--- config.mk ---
export PLATFORM = sky130hd
export DESIGN_NAME = chan_regport
export DESIGN_NICKNAME = d
export VERILOG_FILES = /design/src/rtl/crp_pkg.sv /design/src/rtl/crp_addr_decode.sv /design/src/rtl/crp_handshake.sv /design/src/rtl/crp_chan_bank.sv /design/src/rtl/chan_regport.sv
export SDC_FILE = /design/constraint.sdc
export NUM_CORES = 1
export LEC_CHECK = 0
export BUFFER_PORTS_ARGS = -buffer_cell sky130_fd_sc_hd__buf_4
export CORE_MARGIN = 8
export CORE_UTILIZATION = 50
export CTS_BUF_LIST = sky130_fd_sc_hd__clkbuf_16
export DETAILED_ROUTE_END_ITERATION = 6
export GPL_ROUTABILITY_DRIVEN = 0
export PLACE_DENSITY = 0.75
export SLEW_MARGIN = 20
export SYNTH_ARGS = -nofsm -noshare
export SYNTH_HDL_FRONTEND = slang
export SYNTH_HIERARCHICAL = 1
export SYNTH_SLANG_ARGS = --single-unit
--- constraint.sdc ---
create_clock -name clk -period 4.33 [get_ports clk]
set_input_delay 0.6495 -clock clk [delete_from_list [all_inputs] [get_ports clk]]
set_output_delay 0.6495 -clock clk [all_outputs]
set_load 0.01 [all_outputs]
--- src/rtl/crp_pkg.sv ---
package crp_pkg;
  localparam int ADDR_W = 9;
  localparam int WORD_W = 32;

  typedef enum logic [1:0] {
    RS_DATA  = 2'd0,
    RS_CTRL  = 2'd1,
    RS_STAT  = 2'd2,
    RS_LABEL = 2'd3
  } rsel_e;

  typedef struct packed {
    logic [3:0] chan;
    logic       is_tx;
    rsel_e      rsel;
    logic [1:0] lane;
  } afield_t;

  typedef enum logic [1:0] {
    PH_IDLE = 2'd0,
    PH_WAIT = 2'd1,
    PH_HOLD = 2'd2
  } phase_e;
endpackage

--- src/rtl/crp_addr_decode.sv ---
module crp_addr_decode
  import crp_pkg::*;
#(
  parameter int NCH = 4
) (
  input  logic [ADDR_W-1:0] addr,
  output afield_t           fld,
  output logic              in_range
);
  always_comb begin
    fld.chan  = addr[8:5];
    fld.is_tx = addr[4];
    fld.rsel  = rsel_e'(addr[3:2]);
    fld.lane  = addr[1:0];
    in_range  = (int'(addr[8:5]) < NCH);
  end
endmodule

--- src/rtl/crp_handshake.sv ---
module crp_handshake
  import crp_pkg::*;
#(
  parameter int WAIT_CYC = 2
) (
  input  logic clk,
  input  logic rst,
  input  logic ren_n,
  input  logic wen_n,
  output logic start,
  output logic fire,
  output logic busy_wait,
  output logic is_write
);
  localparam int CW = $clog2(WAIT_CYC + 1);

  phase_e        ph;
  logic [CW-1:0] cnt;
  logic          strobe;

  assign strobe = !ren_n || !wen_n;
  assign start  = (ph == PH_IDLE) && strobe;
  assign fire   = (ph == PH_WAIT) && (cnt == '0);

  always_ff @(posedge clk) begin
    if (rst) begin
      ph        <= PH_IDLE;
      cnt       <= '0;
      busy_wait <= 1'b0;
      is_write  <= 1'b0;
    end else begin
      case (ph)
        PH_IDLE: if (strobe) begin
          ph        <= PH_WAIT;
          cnt       <= CW'(WAIT_CYC - 1);
          busy_wait <= 1'b1;
          is_write  <= !wen_n;
        end
        PH_WAIT: if (cnt == '0) begin
          ph        <= PH_HOLD;
          busy_wait <= 1'b0;
        end else begin
          cnt <= cnt - CW'(1);
        end
        PH_HOLD: if (!strobe) ph <= PH_IDLE;
        default: ph <= PH_IDLE;
      endcase
    end
  end
endmodule

--- src/rtl/crp_chan_bank.sv ---
module crp_chan_bank
  import crp_pkg::*;
#(
  parameter int DW = 8
) (
  input  logic              clk,
  input  logic              rst,
  input  logic              fire,
  input  logic              is_write,
  input  logic              sel,
  input  logic              is_tx,
  input  rsel_e             rsel,
  input  logic [1:0]        lane,
  input  logic [DW-1:0]     wdata,
  input  logic [WORD_W-1:0] rx_word,
  input  logic              rx_avail,
  input  logic              tx_full,
  output logic [DW-1:0]     rdata,
  output logic              tx_push,
  output logic [WORD_W-1:0] tx_word,
  output logic              rx_pop,
  output logic              irq_flag
);
  localparam int LANES = WORD_W / DW;

  logic [7:0]        ctrl_rx, ctrl_tx, label_q;
  logic [WORD_W-1:0] tx_hold, snap, merged;
  logic              avail_q;
  logic [1:0]        lane_m;
  logic              last_lane, do_wr, do_rd, stat_clr;

  assign lane_m    = lane & 2'(LANES - 1);
  assign last_lane = (lane_m == 2'(LANES - 1));
  assign do_wr     = fire && sel && is_write;
  assign do_rd     = fire && sel && !is_write;
  assign stat_clr  = do_rd && !is_tx && (rsel == RS_STAT);

  always_comb begin
    merged = tx_hold;
    merged[lane_m*DW +: DW] = wdata;
  end

  always_comb begin
    rdata = '0;
    case (rsel)
      RS_DATA: begin
        if (is_tx)             rdata = tx_hold[lane_m*DW +: DW];
        else if (lane_m == '0) rdata = rx_word[DW-1:0];
        else                   rdata = snap[lane_m*DW +: DW];
      end
      RS_CTRL:  rdata[7:0] = is_tx ? ctrl_tx : ctrl_rx;
      RS_STAT:  rdata[7:0] = is_tx ? {7'b0, tx_full} : {6'b0, irq_flag, rx_avail};
      RS_LABEL: if (!is_tx) rdata[7:0] = label_q;
      default:  rdata = '0;
    endcase
  end

  always_ff @(posedge clk) begin
    if (rst) begin
      ctrl_rx  <= '0;
      ctrl_tx  <= '0;
      label_q  <= '0;
      tx_hold  <= '0;
      snap     <= '0;
      tx_word  <= '0;
      tx_push  <= 1'b0;
      rx_pop   <= 1'b0;
      avail_q  <= 1'b0;
      irq_flag <= 1'b0;
    end else begin
      tx_push  <= 1'b0;
      rx_pop   <= 1'b0;
      avail_q  <= rx_avail;
      irq_flag <= (rx_avail && !avail_q) || (irq_flag && !stat_clr);
      if (do_wr) begin
        case (rsel)
          RS_DATA: if (is_tx) begin
            tx_hold <= merged;
            if (last_lane) begin
              tx_push <= 1'b1;
              tx_word <= merged;
            end
          end
          RS_CTRL: begin
            if (is_tx) ctrl_tx <= wdata[7:0];
            else       ctrl_rx <= wdata[7:0];
          end
          RS_LABEL: if (!is_tx) label_q <= wdata[7:0];
          default: ;
        endcase
      end
      if (do_rd && !is_tx && (rsel == RS_DATA) && (lane_m == '0)) begin
        snap   <= rx_word;
        rx_pop <= rx_avail;
      end
    end
  end
endmodule

--- src/rtl/chan_regport.sv ---
module chan_regport
  import crp_pkg::*;
#(
  parameter int NCH      = 4,
  parameter int DW       = 8,
  parameter int WAIT_CYC = 2
) (
  input  logic                  clk,
  input  logic                  rst,
  input  logic                  host_ren_n,
  input  logic                  host_wen_n,
  input  logic [ADDR_W-1:0]     host_addr,
  input  logic [DW-1:0]         host_wdata,
  output logic [DW-1:0]         host_rdata,
  output logic                  host_wait,
  output logic                  host_irq,
  input  logic [NCH*WORD_W-1:0] rxq_word,
  input  logic [NCH-1:0]        rxq_avail,
  output logic [NCH-1:0]        rxq_pop,
  input  logic [NCH-1:0]        txq_full,
  output logic [NCH-1:0]        txq_push,
  output logic [NCH*WORD_W-1:0] txq_word
);
  logic              start, fire, is_write, in_range;
  logic [ADDR_W-1:0] addr_q;
  logic [DW-1:0]     wdata_q, rd_sel;
  afield_t           fld;
  logic [DW-1:0]     bank_rd [NCH];
  logic [NCH-1:0]    flags;

  crp_handshake #(.WAIT_CYC(WAIT_CYC)) u_hs (
    .clk(clk), .rst(rst), .ren_n(host_ren_n), .wen_n(host_wen_n),
    .start(start), .fire(fire), .busy_wait(host_wait), .is_write(is_write)
  );

  always_ff @(posedge clk) begin
    if (rst) begin
      addr_q  <= '0;
      wdata_q <= '0;
    end else if (start) begin
      addr_q  <= host_addr;
      wdata_q <= host_wdata;
    end
  end

  crp_addr_decode #(.NCH(NCH)) u_dec (
    .addr(addr_q), .fld(fld), .in_range(in_range)
  );

  for (genvar g = 0; g < NCH; g++) begin : g_chan
    crp_chan_bank #(.DW(DW)) u_bank (
      .clk(clk), .rst(rst), .fire(fire), .is_write(is_write),
      .sel(in_range && (fld.chan == 4'(g))),
      .is_tx(fld.is_tx), .rsel(fld.rsel), .lane(fld.lane),
      .wdata(wdata_q),
      .rx_word(rxq_word[g*WORD_W +: WORD_W]), .rx_avail(rxq_avail[g]),
      .tx_full(txq_full[g]),
      .rdata(bank_rd[g]), .tx_push(txq_push[g]),
      .tx_word(txq_word[g*WORD_W +: WORD_W]),
      .rx_pop(rxq_pop[g]), .irq_flag(flags[g])
    );
  end

  always_comb begin
    rd_sel = '0;
    for (int i = 0; i < NCH; i++)
      if (in_range && (fld.chan == 4'(i))) rd_sel = bank_rd[i];
  end

  always_ff @(posedge clk) begin
    if (rst)                   host_rdata <= '0;
    else if (fire && !is_write) host_rdata <= rd_sel;
  end

  assign host_irq = |flags;
endmodule

==> flow_metrics.env <==
export IMPL_status="complete, no violations"
export IMPL_hold_class="input port to flip-flop"
export IMPL_cts_setup_buffers=0
export IMPL_leakage_nw=9.92
export IMPL_startpoint_type="flip-flop"
export IMPL_startpoint="addr_q[0]$_SDFFE_PP0P_"
export IMPL_yosys_cell_types_count=52
export IMPL_viasPerCell=5.93
export IMPL_rr_startpoint="addr_q[0]$_SDFFE_PP0P_"
export IMPL_dr_pass1_iters=6
export IMPL_num_vias=22200
export IMPL_cts_root_buf="clkbuf_16"
export IMPL_setup_viol=0
export IMPL_initial_core_util=0.505
export IMPL_cts_resized=0
export IMPL_pwr_share_comb=0.128
export IMPL_grt_usage=0.254
export IMPL_power_mw=11.1
export IMPL_p_sw_frac=0.273
export IMPL_p_int_mw=8.07
export IMPL_avgSynthCellArea_um2=8.19
export IMPL_drc=0
export IMPL_clkLatencyLatePin_ns=0.61
export IMPL_dp_hpwl_mm=51.5
export IMPL_max_freq_mhz=301
export IMPL_yosys_area_top_type="dfxtp_1"
export IMPL_power_share_sequential=0.456
export IMPL_p_sw_mw=3.03
export IMPL_path_max_fanout=49
export IMPL_max_cap_violations=0
export IMPL_async_reset_ff_frac=0
export IMPL_clock_skew_ns=0.0173
export IMPL_syn_num_nets=3117
export IMPL_routed_wl_mm=75.2
export IMPL_dr_first_iter_drc_count=2219
export IMPL_layout_commonest_cell="dfxtp_1"
export IMPL_worstMarginPinSlew_ns=1.14
export IMPL_numCtsBuffers=52
export IMPL_tritoncts="done"
export IMPL_cp_arrival_ns=3.83
export IMPL_critPathKind="flip-flop to flip-flop"
export IMPL_grt_pass1_wl_mm=116
export IMPL_timing_reg2reg_setup_slack_ns=1.01
export IMPL_htreeDepth=2
export IMPL_die_h_um=235
export IMPL_cts_hold_buffers=0
export IMPL_antenna_left=0
export IMPL_power_density_mw_per_mm2=394
export IMPL_yosysWarnings=6
export IMPL_synth_area_leaders="dfxtp_1 44%, mux2i_1 7.4%, nand2_1 6.7%"
export IMPL_die_area_mm2=0.0554
export IMPL_overflow=0
export IMPL_synth_top_area_share=0.438
export IMPL_peakVddDrop_mv=0.278
export IMPL_maxSlewViolCount=0
export IMPL_synth_seq_cells=527
export IMPL_clockBufferDepth=3
export IMPL_maxSlewHeadroom=0.238
export IMPL_r2r_end="host_rdata[2]$_SDFFE_PP0P_"
export IMPL_grt_max_degree=130
export IMPL_synth_enable_flop_cells=0
export IMPL_fin_crit_sh=0.767
export IMPL_worstPathRequired_ns=4.84
export IMPL_cts_clk_slew_worst_paths_ns=0.07
export IMPL_power_share_clock=0.415
export IMPL_hp_start="host_addr[8]"
export IMPL_final_cell_mix="522 x dfxtp_1, 432 x nand2_1, 397 x nor2_1"
export IMPL_fin_tns_setup_ns=0
export IMPL_hold_depth=3
export IMPL_pin_count=303
export IMPL_fillers=4085
export IMPL_syn_inst=2939
export IMPL_coreArea_mm2=0.0476
export IMPL_min_to="addr_q[8]$_SDFFE_PP0P_"
export IMPL_synth_ff_type="dfxtp_1"
export IMPL_syn_area_mm2=0.0241
export IMPL_antenna_found_initial=4
export IMPL_final_nets=3271
export IMPL_min_period_ns=3.32
export IMPL_grt_pass1_vias=20900
export IMPL_row_count=80
export IMPL_final_layout_size_suffix_gt1_frac=0.165
export IMPL_synth_seq_area_share=0.438
export IMPL_syn2layout_area_growth_pct=17.1
export IMPL_die_w_um=235
export IMPL_post_route_util=0.592
export IMPL_report_final_hold_viol_count=0
export IMPL_worstRegToRegCells=10
export IMPL_clkSinkCount=527
export IMPL_port_buffers=302
export IMPL_rsz0062_at_grt="no"
export IMPL_end_kind="flip-flop"
export IMPL_wire_per_inst_um=20.1
[power groups by stage]
stage | combinational [mW] | sequential, mW | clock (mW)
floorplan | 0.924 | 5.08 | 0
global placement | 1.35 | 5.17 | 0
detailed placement | 1.38 | 5.17 | 0
CTS | 1.39 | 5.06 | 4.67
global route | 1.50 | 5.07 | 4.86
finish | 1.43 | 5.07 | 4.61
[critical path: stages, from the launching register on]
cell and delay [ns]:
dfxtp_4 0.67, inv_1 0.22, ha_1 0.43, nand2b_1 0.34
o22ai_1 0.22, a211oi_1 0.09, o31ai_1 0.47, inv_1 0.12
o21ai_0 0.25, o211ai_1 0.14, a311oi_1 0.26
[worst max-delay path by stage]
stage / end / slack (ns) / cells past startpoint
global route: host_rdata[2]$_SDFFE_PP0P_ / 0.81 / 10
detailed placement: host_rdata[2]$_SDFFE_PP0P_ / 1.07 / 10
global placement: host_rdata[2]$_SDFFE_PP0P_ / 1.15 / 10
CTS: host_rdata[3]$_SDFFE_PP0P_ / 1.05 / 10
floorplan: host_rdata[5]$_SDFFE_PP0P_ / 1.89 / 13
finish: host_rdata[2]$_SDFFE_PP0P_ / 1.01 / 10
[cells by family after synthesis]
| logic type | synth area share |
|---|---|
| muxes | 0.0811 |
| and+or+nand+nor | 0.194 |
| adders and majority gates | 0.0109 |
| AOI/OAI and AO/OA | 0.210 |
| DFF | 0.438 |
| buffers and inverters | 0.0656 |
[final cells by class]
| class | instances | area, µm² | area share |
|---|---|---|---|
| multi-input cells | 2037 | 12000 | 0.424 |
| flip-flops and latches | 527 | 10600 | 0.375 |
| repair buffers | 359 | 2740 | 0.0972 |
| clock buffers | 54 | 1350 | 0.0479 |
| well taps | 615 | 769 | 0.0273 |
| inverters | 116 | 435 | 0.0154 |
| clock inverters | 37 | 359 | 0.0127 |
| diodes | 4 | 10.0 | 0.000355 |
[metrics by stage]
| step | std cells | area [µm²] | setup WS, ns | hold WS, ns |
|---|---|---|---|---|
| after CTS | 3745 | 28200 | 1.05 | 0.269 |
| after detailed placement | 3654 | 26500 | 1.07 | 0.444 |
| final | 3749 | 28200 | 1.01 | 0.282 |
| after global routing | 3749 | 28200 | 0.810 | 0.276 |
| after global placement | 3654 | 26500 | 1.15 | 0.439 |
| after floorplan | 2939 | 24100 | 1.89 | 0.432 |
[routing by layer]
metal,global-route usage,vias to the layer above,share of wire
li1,-,10500,-
met1,0.327,10500,0.42
met2,0.406,1038,0.46
met3,0.0575,182,0.087
met4,0.107,0,0.038
met5,0,-,0
[cells in the mapped netlist (6+ instances only)]
library cell  count
nor3b_1           6
or2_2             8
nand3b_1          8
inv_1           116
mux2i_1         177
o22ai_1          64
o31ai_1          29
a211oi_1        162
o32ai_1          25
nor2_1          397
nor4bb_1          8
o2bb2ai_1        24
a311oi_1          7
nand3_1          41
ha_1             21
buf_2            69
o32ai_2          40
nand2b_1         12
buf_4            11
and3_1           13
nor3_1           64
dfxtp_1         527
buf_1            16
a21oi_1         295
nand2_1         432
nor2b_1          49
o21ai_0          76
o211ai_1          8
mux2_1            8
clkbuf_1        153
and2_1            8
mux2_2            8
[registers in the layout (all words and copies together) (netlist names), 4 cells and up]
| register | flops |
|---|---|
| g_chan.u_bank/tx_hold | 128 |
| g_chan.u_bank/rx_pop | 4 |
| addr_q | 9 |
| g_chan.u_bank/label_q | 32 |
| g_chan.u_bank/avail_q | 4 |
| g_chan.u_bank/tx_push | 4 |
| host_rdata | 8 |
| g_chan.u_bank/irq_flag | 4 |
| g_chan.u_bank/ctrl_tx | 32 |
| g_chan.u_bank/ctrl_rx | 32 |
| g_chan.u_bank/tx_word | 128 |
| wdata_q | 8 |
| g_chan.u_bank/snap | 128 |
No activity file was read; power rests on OpenSTA's default activity.
